`config.mk`:
```
export PLATFORM = sky130hd
export DESIGN_NAME = hdlc_addr_filter
export DESIGN_NICKNAME = d
export VERILOG_FILES = /design/src/rtl/hdlc_afilt_pkg.sv /design/src/rtl/hdlc_sapi_cmp.sv /design/src/rtl/hdlc_chan_state.sv /design/src/rtl/hdlc_addr_filter.sv
export SDC_FILE = /design/constraint.sdc
export NUM_CORES = 1
export LEC_CHECK = 0
export BUFFER_PORTS_ARGS = -buffer_cell sky130_fd_sc_hd__buf_2
export CORE_ASPECT_RATIO = 1.2
export CORE_MARGIN = 10
export CORE_UTILIZATION = 53
export DETAILED_ROUTE_END_ITERATION = 6
export PLACE_DENSITY = 0.88
export SYNTH_ARGS = -nofsm -noshare
export SYNTH_HDL_FRONTEND = slang
export SYNTH_SLANG_ARGS = --single-unit
```
`constraint.sdc`:
```
create_clock -name clk -period 3.45 [get_ports clk]
set_clock_uncertainty 0.15 [all_clocks]
set_input_delay 0.69 -clock clk [delete_from_list [all_inputs] [get_ports clk]]
set_output_delay 0.69 -clock clk [all_outputs]
set_load 0.1 [all_outputs]
```
`src/rtl/hdlc_afilt_pkg.sv`:
```
package hdlc_afilt_pkg;
  localparam int OCT_W   = 8;
  localparam int SAPI_W  = 6;
  localparam int NUM_REF = 3;
  // reference order: index 0 group, 1 signaling, 2 packet
  localparam logic [NUM_REF*SAPI_W-1:0] REF_VALS = {6'd16, 6'd0, 6'd63};

  function automatic logic [SAPI_W-1:0] sapi_of(input logic [OCT_W-1:0] oct);
    return oct[OCT_W-1 -: SAPI_W];
  endfunction

  function automatic logic keep_of(input logic filt_en, input logic accept_mode,
                                   input logic hit);
    if (!filt_en) return 1'b1;
    return accept_mode ? hit : !hit;
  endfunction
endpackage

```
`src/rtl/hdlc_sapi_cmp.sv`:
```
module hdlc_sapi_cmp
  import hdlc_afilt_pkg::*;
#(
  parameter int N_REF = NUM_REF,
  parameter logic [N_REF*SAPI_W-1:0] REFS = REF_VALS
) (
  input  logic [SAPI_W-1:0] sapi,
  input  logic [N_REF-1:0]  ref_sel,
  output logic [N_REF-1:0]  hit_vec,
  output logic              hit
);
  for (genvar r = 0; r < N_REF; r++) begin : g_ref
    assign hit_vec[r] = ref_sel[r] && (sapi == REFS[r*SAPI_W +: SAPI_W]);
  end
  assign hit = |hit_vec;
endmodule

```
`src/rtl/hdlc_chan_state.sv`:
```
module hdlc_chan_state (
  input  logic clk,
  input  logic rst_n,
  input  logic start,
  input  logic byte_ev,
  input  logic close,
  input  logic verdict,
  output logic open_o,
  output logic dec_o,
  output logic keep_o,
  output logic first_o
);
  logic open_q, dec_q, keep_q;

  // start wins over close; an octet coinciding with either is not a first octet
  assign first_o = byte_ev && open_q && !dec_q && !start && !close;

  always_ff @(posedge clk or negedge rst_n) begin
    if (!rst_n) begin
      open_q <= 1'b0;
      dec_q  <= 1'b0;
      keep_q <= 1'b0;
    end else if (start) begin
      open_q <= 1'b1;
      dec_q  <= 1'b0;
      keep_q <= 1'b0;
    end else if (close) begin
      open_q <= 1'b0;
      dec_q  <= 1'b0;
      keep_q <= 1'b0;
    end else if (first_o) begin
      dec_q  <= 1'b1;
      keep_q <= verdict;
    end
  end

  assign open_o = open_q;
  assign dec_o  = dec_q;
  assign keep_o = keep_q;
endmodule

```
`src/rtl/hdlc_addr_filter.sv`:
```
module hdlc_addr_filter
  import hdlc_afilt_pkg::*;
#(
  parameter int NUM_CH = 4,
  localparam int CH_W  = (NUM_CH > 1) ? $clog2(NUM_CH) : 1,
  localparam int CTL_W = NUM_CH + 1 + NUM_REF
) (
  input  logic               clk,
  input  logic               rst_n,
  input  logic               ctl_we,
  input  logic [CTL_W-1:0]   ctl_din,
  input  logic               fr_start,
  input  logic               fr_end,
  input  logic               fr_abort,
  input  logic               byte_vld,
  input  logic [OCT_W-1:0]   byte_data,
  input  logic [CH_W-1:0]    chan,
  output logic               dec_vld,
  output logic               dec_keep,
  output logic [CH_W-1:0]    dec_chan,
  output logic               end_vld,
  output logic               end_keep,
  output logic [CH_W-1:0]    end_chan,
  output logic [NUM_CH-1:0]  ch_open,
  output logic [NUM_CH-1:0]  ch_dec,
  output logic [NUM_CH-1:0]  ch_keep
);
  logic [CTL_W-1:0]   ctl_q;
  logic [NUM_CH-1:0]  filt_en;
  logic               accept_mode;
  logic [NUM_REF-1:0] ref_sel;
  logic [NUM_REF-1:0] ref_hits;
  logic               sapi_hit;
  logic               verdict_cur;
  logic [NUM_CH-1:0]  chan_sel;
  logic [NUM_CH-1:0]  first_ev;
  logic               first_any;
  logic               close_ev;

  always_ff @(posedge clk or negedge rst_n) begin
    if (!rst_n)      ctl_q <= '0;
    else if (ctl_we) ctl_q <= ctl_din;
  end

  assign filt_en     = ctl_q[NUM_CH-1:0];
  assign accept_mode = ctl_q[NUM_CH];
  assign ref_sel     = ctl_q[CTL_W-1 -: NUM_REF];

  hdlc_sapi_cmp #(.N_REF(NUM_REF), .REFS(REF_VALS)) u_cmp (
    .sapi    (sapi_of(byte_data)),
    .ref_sel (ref_sel),
    .hit_vec (ref_hits),
    .hit     (sapi_hit)
  );

  assign verdict_cur = keep_of(filt_en[chan], accept_mode, sapi_hit);

  always_comb begin
    for (int c = 0; c < NUM_CH; c++) chan_sel[c] = (chan == CH_W'(c));
  end

  for (genvar i = 0; i < NUM_CH; i++) begin : g_ch
    hdlc_chan_state u_st (
      .clk     (clk),
      .rst_n   (rst_n),
      .start   (fr_start && chan_sel[i]),
      .byte_ev (byte_vld && chan_sel[i]),
      .close   ((fr_end || fr_abort) && chan_sel[i]),
      .verdict (verdict_cur),
      .open_o  (ch_open[i]),
      .dec_o   (ch_dec[i]),
      .keep_o  (ch_keep[i]),
      .first_o (first_ev[i])
    );
  end

  assign first_any = |first_ev;
  assign close_ev  = (fr_end || fr_abort) && !fr_start && ch_open[chan];

  always_ff @(posedge clk or negedge rst_n) begin
    if (!rst_n) begin
      dec_vld  <= 1'b0;
      dec_keep <= 1'b0;
      dec_chan <= '0;
      end_vld  <= 1'b0;
      end_keep <= 1'b0;
      end_chan <= '0;
    end else begin
      dec_vld  <= first_any;
      dec_keep <= first_any && verdict_cur;
      if (first_any) dec_chan <= chan;
      end_vld  <= close_ev;
      end_keep <= close_ev && fr_end && !fr_abort && ch_dec[chan] && ch_keep[chan];
      if (close_ev) end_chan <= chan;
    end
  end
endmodule

```
After elaboration in Yosys (flattened, before gate mapping)
Index checks and enable logic that the tools add are counted.
{"block": "op_classes", "mux": 42, "eq_ne": 5, "reduce_logical": 66, "magnitude_cmp": 1}
{"op": "$logic_and 1x1->1", "n": 38}
{"op": "$mux 1", "n": 38}
{"op": "$logic_not 1->1", "n": 15}
{"op": "$reduce_bool 3->1", "n": 4}
{"op": "$bmux 1 s2", "n": 4}
{"op": "$reduce_bool 2->1", "n": 4}
{"op": "$eq 6x5->1 const B", "n": 1}
{"op": "$eq 6x6->1 const B", "n": 1}
{"op": "$logic_not 6->1", "n": 1}
{"op": "$eq 2x2->1 const B", "n": 2}
{"op": "$reduce_or 4->1", "n": 1}
{"op": "$lt 2x3->1 const B", "n": 1}
{"op": "$reduce_or 3->1", "n": 1}
{"op": "$eq 2x1->1 const B", "n": 1}
{"op": "$logic_not 2->1", "n": 1}
{"op": "$logic_or 1x1->1", "n": 1}
{"block": "word_totals", "input_bits": 25, "regBits": 28}

Depth between registers and ports, before layout
Gate-level depths: netlist of run 1.
{"block": "logic_depth", "ltp_word": 9, "mapped_depth": 6}

Modules after synthesis
A second synthesis of run 1 with hierarchy kept.
{"block": "hier_totals", "hier_cells": 127, "area_unflattened_um2": 1453.9}
{"mod": "hdlc_addr_filter", "seq_area_each_um2": 400.4, "area_per_inst_um2": 844.6, "cells_each": 68, "n_inst": 1}
{"mod": "hdlc_chan_state", "seq_area_each_um2": 75.1, "area_per_inst_um2": 135.1, "cells_each": 12, "n_inst": 4}
{"mod": "hdlc_sapi_cmp", "seq_area_each_um2": 0.0, "area_per_inst_um2": 68.8, "cells_each": 11, "n_inst": 1}

Worst setup path after synthesis of run 1
Ideal clock, no wire load.
{"block": "synth_path", "kind": "input to register", "startpoint": "input chan[1]", "endpoint": "register dec_chan[0]", "slack_ps": 1501, "t_arrival_ps": 1673, "stages": 6, "n_path_buf": 1, "cell_sequence": "buf_2 nor2b_2 nand3_1 nor2_2 o31ai_4 mux2_4"}
{"block": "synth_between", "elab_chain_cells": 7}
{"item": "start, declared", "line": "hdlc_addr_filter.sv:17", "rtl": "input logic [CH_W-1:0] chan,"}
{"item": "$eq 2x1->1 (tied with other cells)", "line": "hdlc_addr_filter.sv:59", "rtl": "for (int c = 0; c < NUM_CH; c++) chan_sel[c] = (chan == CH_W'(c));"}
{"item": "$logic_and 1x1->1", "line": "hdlc_addr_filter.sv:67", "rtl": ".byte_ev (byte_vld && chan_sel[i]),"}
{"item": "$logic_and 1x1->1 (4 in series)", "line": "hdlc_chan_state.sv:16", "rtl": "assign first_o = byte_ev && open_q && !dec_q && !start && !close;"}
{"item": "$reduce_or 4->1 *", "line": "hdlc_addr_filter.sv:77", "rtl": "assign first_any = |first_ev;"}
{"item": "end signal, assigned", "line": "hdlc_addr_filter.sv:91", "rtl": "if (first_any) dec_chan <= chan;"}
{"item": "end, declared", "line": "hdlc_addr_filter.sv:20", "rtl": "output logic [CH_W-1:0] dec_chan,"}
Mark *: on every way between the ends. The rest lies on a longest branch, timed or not.
A chain may end at the register's enable or synchronous reset.

Worst setup path after layout of run 1
{"block": "layout_path", "startpoint": "register g_ch[3].u_st.dec_q", "endpoint": "output ch_dec[3]"}
{"item": "start, declared", "line": "hdlc_chan_state.sv:13", "rtl": "logic open_q, dec_q, keep_q;"}
{"item": "start signal, assigned", "line": "hdlc_chan_state.sv:21", "rtl": "dec_q <= 1'b0;"}
{"item": "start signal, assigned", "line": "hdlc_chan_state.sv:25", "rtl": "dec_q <= 1'b0;"}
{"item": "start signal, assigned", "line": "hdlc_chan_state.sv:29", "rtl": "dec_q <= 1'b0;"}
{"item": "end, declared", "line": "hdlc_addr_filter.sv:25", "rtl": "output logic [NUM_CH-1:0] ch_dec,"}
No word-level cell between the ends.

==> results.toml, run 1 <==
[clock_tree]
cts_tree = "built"
clk_latency_ns = 0.33
cts.clk_slew.worst_paths_ns = 0.14
cts_made_buffers = 3
cts_resized = 0
cts_max_level = 1
cts_buffer_depth = 2
hold_buffers = 0
post_cts_buffers = 0
root_buffer = "clkbuf_4"
clock-sinks = 28

[critical_path]
r2r_slack_ns = 1.72
worstPathArrival_ns = 1.21
worstPathMaxFanout = 4
cp-start-kind = "flip-flop"
critPathRequiredTime_ns = 2.61
path_buf_inv = 1
cp_slowest_stage_delay_ns = 0.45
r2r_start = "g_ch[3].u_st.open_o"
reg2reg_depth = 5
slowest_stage = "buf_2"
critPathTopFamily = "buffers and inverters"
crit_chain = "buf_2"
crit_path_end_kind = "output pin"
cp.depth = 1
reg2reg_to = "dec_chan[0]"
crit_type = "reg -> out"

[run_status]
status = "completed"

[global_routing]
grt_overflow_total = 0
antenna_found_initial = 0
grt_pass1_vias = 1083
grt_use_total_pct = 11.8
grt_pass1_wl_um = 4840
grt_start_max_net_pins = 29

[floorplanning]
initial_utilization_pct = 55.1
die_x_um = 66.8
rows = 20
core_sq_um = 2530
die_h_um = 76.2
die_area_sq_um = 5090
pin_count = 45

[synth]
synth_top_area_cell = "dfrtp_1"
avgSynthCellArea_sq_um = 11.3
synth_area_leaders = "dfrtp_1 (50%), mux2_2 (8.1%), buf_4 (7.0%), nand2_1 (4.9%), a22o_1 (2.5%)"
yosysWarnings = 0
ys.flop_type = "dfrtp_1"
ys_seq_elements = 28
async_flop_share_pct = 100
postSynthCellCount = 123
yosysTopAreaCellShare_pct = 50.3
synth-edff-count = 0
ys_types = 37
synth_nets = 148
netlist_area_sq_um = 1390
ys_seq_area_share_pct = 50.3

[detailed_routing]
totalWireLength_um = 2900
wl_per_cell_um = 15.6
drc = 0
num_vias = 1027
drt_iter0_markers = 34
drtPass1Iterations = 4
antenna_left = 0
vias_per_cell = 5.52

[cells_and_area]
fill_cells = 203
layout-area-overhead-vs-synth_pct = 12.8
postLayoutCoreUtil_pct = 62.1
final_common_cell = "buf_2"
nNetsFinal = 179
stdcell_area_sq_um = 1570
drive_above_1_share_pct = 43.8
diodes = 0
mostFrequentLayoutCells = "buf_2 (42), dfrtp_1 (28), nand2_1 (18), mux2_2 (10), nand3_1 (7)"

[placed_design]
numPortBuffers = 42
gp_congestion = 0.778
hpwl_um = 2370
placed_area_sq_um = 1530

[sta]
rsz0062_at_grt = "false"
finalHoldViolCount = 0
tightestPinTransition_ns = 0.592
period_needed_ns = 2.05
maxSlewHeadroom_pct = 60.2
post-route-period-util_pct = 59.5
tns_ns = 0
slew_violations = 0
fmax_mhz = 487
setup_viol = 0

[power]
p_leak_uw = 0.000794
vdd_drop_max_v = 0.000281
p_per_area_nw_per_um2 = 559

[hold_path]
hold_class = "in -> async"

[flow_run]
maxCapViolCount = 0
-- state kept, by name (all words and copies together) (netlist names), 2 cells and up --
name and count:
g_ch.u_st.open_o 4, g_ch.u_st.dec_o 4, g_ch.u_st.keep_o 4, dec_chan 2, end_chan 2, ctl_q 8
-- Yosys cell counts (2+ instances only) --
master / instances
nor2b_1: 2
a22o_1: 4
o21ai_0: 4
dfrtp_1: 28
clkbuf_1: 2
nand4_1: 2
buf_4: 13
nand2_1: 18
inv_1: 2
nand3_1: 7
nor2_1: 4
mux2_2: 10
o22ai_1: 2
nor2_2: 2
-- logic make-up (layout without fill, tap and decap cells) --
| logic type | Yosys count | after routing | share of synthesized area [%] |
|---|---|---|---|
| AOI/OAI and AO/OA | 18 | 18 | 10.9 |
| buffers and inverters | 18 | 48 | 8.45 |
| and+or+nand+nor | 46 | 46 | 17.7 |
| muxes | 13 | 13 | 12.7 |
| DFF | 28 | 28 | 50.3 |
-- through the flow --
step                total power, uW  setup WS, ns  hold WS, ns  std cells
finish                          877          1.40        0.190        186
global route                    916          1.34        0.213        186
floorplan                       674          1.50        0.244        123
detailed placement              728          1.12        0.339        182
CTS                             882          1.39        0.206        186
global placement                722          1.16        0.331        182
-- worst max path at each step --
stage	end	from	slack, ns
detailed placement	end_chan[0]	chan[0]	1.12
global placement	end_chan[1]	chan[0]	1.16
CTS	ch_dec[0]	g_ch[0].u_st.dec_o	1.39
finish	ch_dec[3]	g_ch[3].u_st.dec_o	1.40
global route	ch_open[2]	g_ch[2].u_st.open_o	1.34
floorplan	dec_chan[0]	chan[1]	1.50
-- per-layer routing --
layer	share of wire, %	global-route usage, %
met5	0	0
met4	1.4	5.04
met3	7.3	3.97
met2	54	20.5
met1	37	12.1
-- power by group --
part / internal, uW / switching, uW
Combinational: 72.7 / 260
Sequential: 364 / 21.7
Clock: 64.7 / 94.6
Total: 501 / 376
-- layout make-up --
class | instances | area (sq um) | area share, %
sequential | 28 | 701 | 44.6
tap | 33 | 41.3 | 2.63
multi-input combinational | 77 | 574 | 36.6
timing repair buffer | 42 | 210 | 13.4
inverter | 2 | 7.51 | 0.478
clock buffer | 4 | 36.3 | 2.31
Note: power is estimated with default switching activity, not from simulation.
==> run 2, diff against run 1 <==
Settings changed: CORE_UTILIZATION 53 to 45, PLACE_DENSITY 0.88 to 0.8.
Clock period 3.45 ns to 1.76 ns, I/O delays scaled along.
==> run 2 against run 1 <==
Core utilization fell by 6.1 points; cell area increased by 8.0%; routed wire length increased by 11%; global-route usage fell by 0.19 points; count of clock-buffer cells in the layout stayed put; largest cell class unchanged; register-to-register slack worse by 1.7 ns; critical path type unchanged; via count up 5.7%; largest power group unchanged; cell count is 8.6% higher; non-clock buffer count increased by 13; sequential share of layout area down 3.3 points.
==> results.toml, run 2 (synthesis results as in run 1) <==
[cells_and_area]
diodes = 0
largest_register_ffs = 8
nNetsFinal = 192
fill_cells = 275
postLayoutCoreUtil_pct = 56.0
regMostFlops = "ctl_q"
layout-area-overhead-vs-synth_pct = 21.8
drive_above_1_share_pct = 47.6
mostFrequentLayoutCells = "buf_2 (38), dfrtp_1 (28), nand2_1 (18), buf_4 (11), mux2_2 (10)"
final_common_cell = "buf_2"

[critical_path]
crit_path_end_kind = "output pin"
critPathTopFamily = "buffers and inverters"
critPathRequiredTime_ns = 1.26
worstPathArrival_ns = 1.20
reg2reg_depth = 3
worstPathMaxFanout = 4
path_buf_inv = 1
r2r_slack_ns = 0.05
cp-start-kind = "flip-flop"
cp_slowest_stage_delay_ns = 0.45
cp.depth = 1
r2r_start = "g_ch[0].u_st.open_o"
slowest_stage = "buf_2"
reg2reg_to = "end_chan[0]"
crit_type = "reg -> out"
crit_chain = "buf_2"

[flow_run]
maxCapViolCount = 0

[sta]
slew_violations = 0
tns_ns = 0
rsz0062_at_grt = "false"
maxSlewHeadroom_pct = 59.0
fmax_mhz = 587
setup_viol = 0
finalHoldViolCount = 0
post-route-period-util_pct = 96.9
period_needed_ns = 1.71
tightestPinTransition_ns = 0.615

[hold_path]
holdPathStages = 2
hold_path_end = "end_keep"
hold_start = "fr_abort"
hold_class = "in -> reg"

[detailed_routing]
totalWireLength_um = 3220
antenna_left = 0
drtPass1Iterations = 5
wl_per_cell_um = 15.9
drt_iter0_markers = 33
drc = 0
vias_per_cell = 5.38
num_vias = 1086

[run_status]
status = "completed"

[floorplanning]
initial_utilization_pct = 46.0
core_sq_um = 3030
rows = 22
die_x_um = 70.8
pin_count = 45
die_h_um = 80.9
die_area_sq_um = 5730

[clock_tree]
clk_latency_ns = 0.33
cts.clk_slew.worst_paths_ns = 0.14
root_buffer = "clkbuf_4"
clock-sinks = 28
cts_tree = "built"
cts_max_level = 1
cts_made_buffers = 3
cts_buffer_depth = 2

[power]
vdd_drop_max_v = 0.000691
p_per_area_nw_per_um2 = 1040
p_leak_uw = 0.000860

[global_routing]
grt_start_max_net_pins = 29
grt_use_total_pct = 11.6
grt_overflow_total = 0
grt_pass1_vias = 1198
antenna_found_initial = 0
grt_pass1_wl_um = 5540

[placed_design]
hpwl_um = 2610
gp_congestion = 0.793
numPortBuffers = 42
run 2: how the worst max path moves through the flow:
stage / slack, ns / start / endpoint
after global placement: -0.08 / byte_data[2] / g_ch[1].u_st.keep_o
after CTS: 0.002 / g_ch[2].u_st.open_o / ch_open[2]
final: 0.05 / g_ch[1].u_st.dec_o / ch_dec[1]
after detailed placement: -0.12 / byte_data[2] / g_ch[1].u_st.keep_o
after floorplan: 0.15 / chan[1] / dec_chan[0]
after global routing: 0.006 / g_ch[0].u_st.open_o / end_chan[0]
run 2: metrics by stage:
step	instances	total power [uW]	cell area [sq um]	setup WS [ns]	hold WS (ns)
2_1_floorplan	123	1320	1390	0.149	-0.0936
3_3_place_gp	196	1440	1630	-0.0796	0.232
3_5_place_dp	196	1460	1630	-0.118	0.251
4_1_cts	201	1770	1680	0.00164	0.0576
5_1_grt	202	1830	1700	0.00555	0.0467
6_report	202	1760	1700	0.0550	0.0583
run 2: final cells by class:
class | count | area (sq um) | area share (%)
Sequential cell | 28 | 701 | 41.3
Multi-Input combinational cell | 77 | 574 | 33.8
Timing Repair Buffer | 55 | 333 | 19.6
Tap cell | 36 | 45.0 | 2.65
Clock buffer | 4 | 36.3 | 2.14
Inverter | 2 | 7.51 | 0.442
run 2: power by group:
| group | leakage, uW | total (uW) | switching, uW | internal [uW] |
|---|---|---|---|---|
| clock | 0.0000210 | 311 | 184 | 127 |
| sequential | 0.000358 | 760 | 46.7 | 713 |
| combinational | 0.000481 | 688 | 518 | 170 |
run 2: timing repair:
action	4_1_cts	5_1_grt
hold buffers	1	0
endpoints found under the setup margin	0	6
resized for setup	0	4
buffers inserted	0	1
endpoints found under the hold margin	28	0
run 2: layer usage:
layer	track usage [%]	up-vias	part of all wire [%]
met5	0	-	0
met4	4.07	0	1.4
met3	2.80	4	5.6
met2	21.6	38	53
met1	12.5	531	39
li1	-	513	-
==> run 3, diff against run 2 <==
--- a/config.mk
+++ b/config.mk
@@ -8,5 +8,4 @@
 export BUFFER_PORTS_ARGS = -buffer_cell sky130_fd_sc_hd__buf_2
 export CORE_ASPECT_RATIO = 1.2
-export CORE_MARGIN = 10
 export CORE_UTILIZATION = 45
 export DETAILED_ROUTE_END_ITERATION = 6
==> constraint.sdc (replaced) <==
create_clock -name clk -period 1.76 [get_ports clk]
set_clock_uncertainty 0.15 [all_clocks]
set_input_delay 0.088 -clock clk [delete_from_list [all_inputs] [get_ports clk]]
set_output_delay 0.088 -clock clk [all_outputs]
set_load 0.1 [all_outputs]
==> run 3 against run 2 <==
Critical path depth rose by 2; cell count up 5.4%; clock power is 37% higher; largest cell class unchanged; largest power group unchanged.
==> results.toml, run 3 (synthesis results as in run 1) <==
[run_status]
status = "completed"

[power]
p_comb_share_pct = 37.8
p_int_uw = 1140
pwr-share-clk_pct = 22.3
p_per_area_nw_per_um2 = 1030
total_power_uw = 1900
p_seq_share_pct = 39.9
switching_share_pct = 40.2
p_switching_uw = 764
vdd_drop_max_v = 0.000647
p_leak_uw = 0.000913

[floorplanning]
die_h_um = 62.9
core_sq_um = 2860
rows = 21
pin_count = 45
initial_utilization_pct = 48.6
die_x_um = 52.8
die_area_sq_um = 3320

[placed_design]
hpwl_um = 2170
numPortBuffers = 42
gp_congestion = 0.805
placed_area_sq_um = 1570

[cells_and_area]
fill_cells = 230
final_common_cell = "buf_2"
layout-area-overhead-vs-synth_pct = 32.0
stdcell_area_sq_um = 1840
drive_above_1_share_pct = 40.8
postLayoutCoreUtil_pct = 64.2
mostFrequentLayoutCells = "buf_2 (42), dfrtp_1 (28), dlygate4sd3_1 (21), nand2_1 (17), mux2_2 (10)"
nNetsFinal = 205
largest_register_ffs = 8
diodes = 0
regMostFlops = "ctl_q"

[detailed_routing]
num_vias = 1146
wl_per_cell_um = 14.5
drt_iter0_markers = 19
vias_per_cell = 5.38
drc = 0
drtPass1Iterations = 4
antenna_left = 0
totalWireLength_um = 3080

[sta]
tightestPinTransition_ns = 0.620
whs_ns = 0.0295
period_needed_ns = 1.70
rsz0062_at_grt = "false"
slew_violations = 0
finalHoldViolCount = 0
setup_viol = 0
tns_ns = 0
fmax_mhz = 589
maxSlewHeadroom_pct = 58.7
post-route-period-util_pct = 96.4

[clock_tree]
clk_latency_ns = 0.34
clock-sinks = 28
cts_max_level = 1
cts.clk_slew.worst_paths_ns = 0.15
cts_tree = "built"
cts_buffer_depth = 2
root_buffer = "clkbuf_4"
cts_made_buffers = 3

[global_routing]
grt_overflow_total = 0
grt_start_max_net_pins = 29
grt_use_total_pct = 20.4
grt_pass1_vias = 1150
antenna_found_initial = 0
grt_pass1_wl_um = 5030

[critical_path]
crit_chain = "mux4_1 -> nand2_2 -> mux2_2"
worstPathArrival_ns = 1.78
critPathRequiredTime_ns = 1.84
worstPathMaxFanout = 4
crit_path_end_kind = "flip-flop"
cp_slowest_stage_delay_ns = 0.54
crit_type = "reg -> reg"
slowest_stage = "mux4_1"
cp-start-kind = "flip-flop"

[hold_path]
hold_class = "in -> reg"

[flow_run]
maxCapViolCount = 0
==> run 3: cell types whose count changed in the layout (fill, tap and decap cells not counted) <==
cell / change
dlygate4sd3_1: +20
buf_4: -6
buf_2: +4
clkbuf_4: -4
buf_12: -1
bufinv_16: +1
clkbuf_8: -1
nand2_1: -1
nand2_2: +1
==> run 3: critical path: cells and delay by family (launching register included) <==
kind | cells | cell delay (ns)
muxes | 2 | 0.88
and+or+nand+nor | 1 | 0.12
DFF | 1 | 0.44
==> run 3: metal layers <==
layer / part of all wire (%) / track usage (%) / up-vias / routed length, um
li1: - / - / 541 / -
met1: 42 / 25.3 / 552 / 1290
met4: 2.1 / 6.91 / 0 / 65
met2: 52 / 35.6 / 45 / 1590
met3: 4.5 / 2.19 / 8 / 138
met5: 0 / 0 / - / 0
==> run 3: path summary, 6_finish.rpt <==
path | startpoint | endpoint | depth (start not counted) | slack, ns
worst max-delay path | g_ch[0].u_st.open_o | end_chan[1] | 3 | 0.06
worst min-delay path | chan[0] | g_ch[0].u_st.open_o | 3 | 0.03
worst max register to register | g_ch[0].u_st.open_o | end_chan[1] | 3 | 0.06
worst min register to register | dec_chan[1] | dec_chan[1] | 1 | 0.38
max in group asynchronous | rst_n | ctl_q[0] | 2 | 0.92
min in group asynchronous | rst_n | g_ch[3].u_st.keep_o | 2 | 0.13
==> run 3: cell type report <==
type | count | area [sq um] | share of cell area (%)
tap | 34 | 42.5 | 2.31
inverter | 2 | 7.51 | 0.408
multi-input combinational | 77 | 577 | 31.4
sequential | 28 | 701 | 38.1
clock inverter | 1 | 30.0 | 1.63
timing repair buffer | 68 | 458 | 24.9
clock buffer | 3 | 22.5 | 1.23
==> run 3: timing repair <==
item                                   4_1_cts  5_1_grt
hold buffers                                21        0
resized for setup                            0        1
endpoints found under the hold margin       43        0
setup buffers                                0        0
setup endpoints to repair                    0        1
==> run 3: power by group through the flow <==
stage | sequential [uW] | clock (uW) | combinational (uW)
3_5_place_dp | 772 | 0 | 668
4_1_cts | 759 | 438 | 717
2_1_floorplan | 1020 | 0 | 303
5_1_grt | 766 | 457 | 744
3_3_place_gp | 765 | 0 | 659
6_report | 758 | 425 | 718
==> run 3: stage by stage <==
| stage | cells | setup slack [ns] |
|---|---|---|
| after detailed placement | 188 | 0.0854 |
| final | 213 | 0.0633 |
| after CTS | 213 | 0.0456 |
| after floorplan | 123 | 0.163 |
| after global routing | 213 | 0.0219 |
| after global placement | 188 | 0.114 |
